[src/rtl/mulx_pkg.sv]
package mulx_pkg;
  localparam int MODE_W = 3;

  typedef enum logic [1:0] {
    KIND_UU  = 2'b00,
    KIND_SS  = 2'b01,
    KIND_SU  = 2'b10,
    KIND_RSV = 2'b11
  } kind_e;

  // operand index 0 is op_a, 1 is op_b
  function automatic logic opnd_signed(input logic [1:0] kind, input int idx);
    if (idx == 0) return (kind == KIND_SS) || (kind == KIND_SU);
    else          return (kind == KIND_SS);
  endfunction
endpackage

[src/rtl/mulx_extend.sv]
module mulx_extend #(
  parameter int W = 8
) (
  input  logic [W-1:0]    din,
  input  logic            is_signed,
  output logic signed [W:0] dout
);
  always_comb dout = {is_signed & din[W-1], din};
endmodule

[src/rtl/mulx_stage1.sv]
module mulx_stage1 #(
  parameter int W = 8
) (
  input  logic                       clk,
  input  logic                       rst,
  input  logic                       start,
  input  logic [mulx_pkg::MODE_W-1:0] mode,
  input  logic [W-1:0]               op_a,
  input  logic [W-1:0]               op_b,
  output logic                       vld_q,
  output logic                       frac_q,
  output logic [2*W-1:0]             raw_q
);
  import mulx_pkg::*;
  localparam int PW = 2 * W + 2;

  logic [W-1:0]      opnd [2];
  logic signed [W:0] ext  [2];
  logic signed [PW-1:0] prod;

  assign opnd[0] = op_a;
  assign opnd[1] = op_b;

  for (genvar i = 0; i < 2; i++) begin : g_ext
    mulx_extend #(.W(W)) u_ext (
      .din      (opnd[i]),
      .is_signed(opnd_signed(mode[1:0], i)),
      .dout     (ext[i])
    );
  end

  always_comb prod = PW'(ext[0]) * PW'(ext[1]);

  always_ff @(posedge clk) begin
    if (rst) begin
      vld_q  <= 1'b0;
      frac_q <= 1'b0;
      raw_q  <= '0;
    end else begin
      vld_q <= start;
      if (start) begin
        frac_q <= mode[2];
        raw_q  <= prod[2*W-1:0];
      end
    end
  end
endmodule

[src/rtl/mulx_stage2.sv]
module mulx_stage2 #(
  parameter int W = 8
) (
  input  logic           clk,
  input  logic           rst,
  input  logic           vld_i,
  input  logic           frac_i,
  input  logic [2*W-1:0] raw_i,
  output logic           done,
  output logic [W-1:0]   res_hi,
  output logic [W-1:0]   res_lo,
  output logic           flag_z,
  output logic           flag_c
);
  logic [2*W-1:0] fin;

  always_comb fin = frac_i ? {raw_i[2*W-2:0], 1'b0} : raw_i;

  always_ff @(posedge clk) begin
    if (rst) begin
      done   <= 1'b0;
      res_hi <= '0;
      res_lo <= '0;
      flag_z <= 1'b0;
      flag_c <= 1'b0;
    end else begin
      done <= vld_i;
      if (vld_i) begin
        res_hi <= fin[2*W-1:W];
        res_lo <= fin[W-1:0];
        flag_z <= (fin == '0);
        flag_c <= raw_i[2*W-1];
      end
    end
  end

  // fractional results always have a clear LSB
  p_frac_lsb_r4: assert property (@(posedge clk) disable iff (rst)
    (done && $past(frac_i)) |-> (res_lo[0] == 1'b0));

  // without the shift, carry mirrors the result MSB
  p_carry_msb_r5: assert property (@(posedge clk) disable iff (rst)
    (done && !$past(frac_i)) |-> (flag_c == res_hi[W-1]));

  // a zero result can never carry for byte operands
  p_zero_no_carry_r6: assert property (@(posedge clk) disable iff (rst)
    (done && flag_z) |-> !flag_c);

  // outputs hold between strobes
  p_hold_r9: assert property (@(posedge clk) disable iff (rst)
    !done |-> ($stable(res_hi) && $stable(res_lo) && $stable(flag_z) && $stable(flag_c)));
endmodule

[src/rtl/mulx_top.sv]
module mulx_top #(
  parameter int W = 8
) (
  input  logic                       clk,
  input  logic                       rst,
  input  logic                       start,
  input  logic [mulx_pkg::MODE_W-1:0] mode,
  input  logic [W-1:0]               op_a,
  input  logic [W-1:0]               op_b,
  output logic                       done,
  output logic [W-1:0]               res_hi,
  output logic [W-1:0]               res_lo,
  output logic                       flag_z,
  output logic                       flag_c
);
  logic           s1_vld;
  logic           s1_frac;
  logic [2*W-1:0] s1_raw;

  mulx_stage1 #(.W(W)) u_s1 (
    .clk   (clk),
    .rst   (rst),
    .start (start),
    .mode  (mode),
    .op_a  (op_a),
    .op_b  (op_b),
    .vld_q (s1_vld),
    .frac_q(s1_frac),
    .raw_q (s1_raw)
  );

  mulx_stage2 #(.W(W)) u_s2 (
    .clk   (clk),
    .rst   (rst),
    .vld_i (s1_vld),
    .frac_i(s1_frac),
    .raw_i (s1_raw),
    .done  (done),
    .res_hi(res_hi),
    .res_lo(res_lo),
    .flag_z(flag_z),
    .flag_c(flag_c)
  );

  // every start yields a strobe two cycles later, and only then
  p_start_done_r7: assert property (@(posedge clk) disable iff (rst)
    $past(start, 2) |-> done);
  p_done_cause_r7: assert property (@(posedge clk) disable iff (rst)
    done |-> $past(start, 2));
endmodule

[config.mk]
export PLATFORM = sky130hd
export DESIGN_NAME = mulx_top
export DESIGN_NICKNAME = d
export VERILOG_FILES = /design/src/rtl/mulx_pkg.sv /design/src/rtl/mulx_extend.sv /design/src/rtl/mulx_stage1.sv /design/src/rtl/mulx_stage2.sv /design/src/rtl/mulx_top.sv
export SDC_FILE = /design/constraint.sdc
export NUM_CORES = 1
export LEC_CHECK = 0
export CAP_MARGIN = 20
export CORE_ASPECT_RATIO = 0.9
export CORE_MARGIN = 4
export CORE_UTILIZATION = 45
export CTS_BUF_LIST = sky130_fd_sc_hd__clkbuf_8
export CTS_CLUSTER_SIZE = 10
export DETAILED_ROUTE_END_ITERATION = 16
export PLACE_DENSITY = 0.65
export SLEW_MARGIN = 20
export SYNTH_ARGS = -nofsm -noshare
export SYNTH_HDL_FRONTEND = slang
export SYNTH_SLANG_ARGS = --single-unit
[constraint.sdc]
create_clock -name clk -period 10 [get_ports clk]
set_clock_uncertainty 0.1 [all_clocks]
set_input_delay 2 -clock clk [delete_from_list [all_inputs] [get_ports clk]]
set_output_delay 2 -clock clk [all_outputs]
set_load 0.1 [all_outputs]
==> flow_summary.toml <==
[status]
outcome = "completed"

[clock_network]
postCtsSetupBuffers = 0
cts_resized = 0
worstSkewPairLatency_ps = 290
ctsHoldBuffers = 0
cts_num_sinks = 37
cts_max_level = 2
clk_pin_slew_worst_paths_ps = 70
cts_root_buf = "clkbuf_8"
tritoncts = "done"
cts_buffers = 5
clockBufferDepth = 2

[die]
dieWidth_um = 110.7
fp.dieH_um = 100.4
dieArea_um2 = 11120
start_util_pct = 46.60
row_count = 33
core_um2 = 9166
num_io_pins = 41

[yosys]
syn_inst = 469
synth_seq_cells = 37
syn_nets = 588
synth-main-ff-cell = "dfxtp_1"
synth_edf_count = 0
avgSynthCellArea_um2 = 9.108
ys_seq_area_share_pct = 17.34
ys_types = 39
synth_area_um2 = 4272
ys_async_sr_fraction_pct = 0
synth-warning-count = 0

[cells_and_area]
design_area_um2 = 4818
fillers = 868
area_growth_pct = 12.80
regArea_um2 = 742.0
multi_input_area_um2 = 3112
fin_util_pct = 52.57
layout_commonest_cell = "inv_1"
finalNetCount = 612
antenna_cells = 0
final_cell_mix = "inv_1 (82), fa_1 (63), nand2_1 (41)"
drive_above_1_share_pct = 3.239

[critical_path]
crit_path_cell_trace = "clkdlybuf4s50_1 > inv_1 > ha_1 > nor2b_1 > nand2_1 > fa_1 > inv_1 > fa_1 > fa_1 > fa_1 > inv_1 > fa_1 > inv_1 > ha_1 > o21ai_1 > o21ai_1 > a31oi_1 > xnor2_1 > a211oi_2"
cp.buffers_inverters = 5
criticalPathCategory = "primary input to flop"
slowest_delay_ps = 540
cp-start-kind = "primary input"
arrival_ps = 7420
crit_fanout = 8
cp_top_family = "adder cells"
timing.critical_path.to_type = "flop"
worst_ep_required_time_ps = 10120
critPathSlowestCell = "fa_1"
crit_top_cell = "fa_1"

[global_route]
grt_pass1_vias = 2959
grt_max_degree = 40
track_usage_pct = 15.38
grt_overflow_total = 0
grt_pass1_wl_um = 14280
antenna_found_initial = 0

[sta]
finalSetupTns_ps = 0
period_share_pct = 73.00
rsz0062_at_grt = "no"
finalSetupViolCount = 0
max_slew.worst_pin.slew_ps = 1045
period_minus_slack_ps = 7300
maxSlewViolCount = 0
maxSlewHeadroom_pct = 30.23
finalHoldViolations = 0
fmax_ghz = 0.1370
fin_hold_ws_ps = 375.2

[power_and_ir_drop]
p_int_w = 0.0005306
leakage_nw = 2.266
pwr-share-clk_pct = 11.5
p_per_area_nw_per_um2 = 205.1
seq_power_share_pct = 20.4
power.combinational.fraction_pct = 68.0
power.switching_w = 0.0004579
swShare_pct = 46.32
irDropWorstVdd_uv = 106.5

[flow_run]
maxCapViolCount = 0

[route]
ant_nets = 0
vias_per_cell = 4.959
drt_iter0_drc = 147
finalWirelength_um = 8137
dr_total_vias = 3055
drt-wirelength-per-cell_um = 13.21
drc = 0
drt-pass1-iter-count = 4

[place]
dp_hpwl_um = 6567
dpl_cell_area_um2 = 4721
numPortBuffers = 40
globalplace.congestion = 0.8272

[worst_hold_path]
min_path_type = "flop to flop"
Yosys cell counts (2+ instances only):
cell	instances	area, um^2
inv_1	82	307.8
fa_1	63	1261
nand2_1	41	153.9
nor2_1	39	146.4
and2_1	37	231.5
dfxtp_1	37	740.7
ha_1	34	425.4
mux2i_1	29	290.3
a211oi_1	17	127.6
clkbuf_1	17	63.81
xnor2_1	12	105.1
a21oi_1	10	50.05
xor2_1	5	43.79
a21o_1	4	30.03
nor3_1	4	20.02
nand2b_1	3	18.77
nor2b_1	3	18.77
a211oi_2	2	25.02
buf_1	2	7.510
buf_2	2	10.01
buf_6	2	22.52
nor3b_1	2	15.01
nor4_1	2	12.51
o21ai_0	2	10.01
o21ai_1	2	10.01
o21bai_1	2	15.01
or2_2	2	12.51
state kept, by name, indices dropped and copies added, names as in the netlist:
signal,cells
u_s1.frac_q,1
u_s1.raw_q,16
u_s1.vld_q,1
u_s2.done,1
u_s2.flag_c,1
u_s2.flag_z,1
u_s2.res_hi,8
u_s2.res_lo,8
tightest hold or removal path, cell delays in order, from the launching register on:
cell and delay (ps):
dfxtp_1 310, nand2b_1 60, a21oi_1 50
worst paths after layout:
kind         slack (ps)              to      startpoint  cells after the start
max reg2reg        7940     u_s2.flag_z     u_s1.frac_q                      5
max                2700  u_s1.raw_q[15]         mode[1]                     19
min                 380  u_s2.res_lo[0]  u_s2.res_lo[0]                      2
min reg2reg         380  u_s2.res_lo[0]  u_s2.res_lo[0]                      2
through the flow:
| step | cells | total power (W) | worst slack, ps |
|---|---|---|---|
| after floorplan | 469 | 0.0007486 | 3364 |
| after global placement | 608 | 0.0008789 | 2496 |
| after detailed placement | 608 | 0.0008875 | 2375 |
| after CTS | 616 | 0.001007 | 2681 |
| after global routing | 616 | 0.001104 | 2319 |
| final | 616 | 0.0009885 | 2700 |
power groups by stage:
stage	combinational [W]	sequential [W]	clock, W
floorplan	0.000515	0.000233	0
global placement	0.000674	0.000205	0
detailed placement	0.000682	0.000206	0
CTS	0.000687	0.000202	0.000118
global route	0.000774	0.000207	0.000124
finish	0.000672	0.000202	0.000114
per-layer routing:
metal	part of all wire, %	GRT usage (%)	vias up
met5	0	0	-
met4	0.84	3.409	0
met3	1.8	2.291	9
met2	48	24.25	33
met1	50	22.53	1495
li1	-	-	1518
cell families after synthesis:
logic type,count (synthesis),share of synthesized area (%)
and+or+nand+nor,137,15.38
buffers and inverters,106,9.813
adders and majority gates,97,39.48
AOI/OAI and AO/OA,46,7.704
DFF,37,17.34
muxes,29,6.796
xor gates and xnor gates,17,3.486
cell type report:
type / count / area share (%)
multi-input cells: 326 / 64.58
flip-flops and latches: 37 / 15.40
repair buffers: 41 / 8.361
inverters: 82 / 6.388
well taps: 122 / 3.168
clock buffers: 7 / 1.999
clock inverters: 1 / 0.1039
No activity file was read; power rests on OpenSTA's default activity.
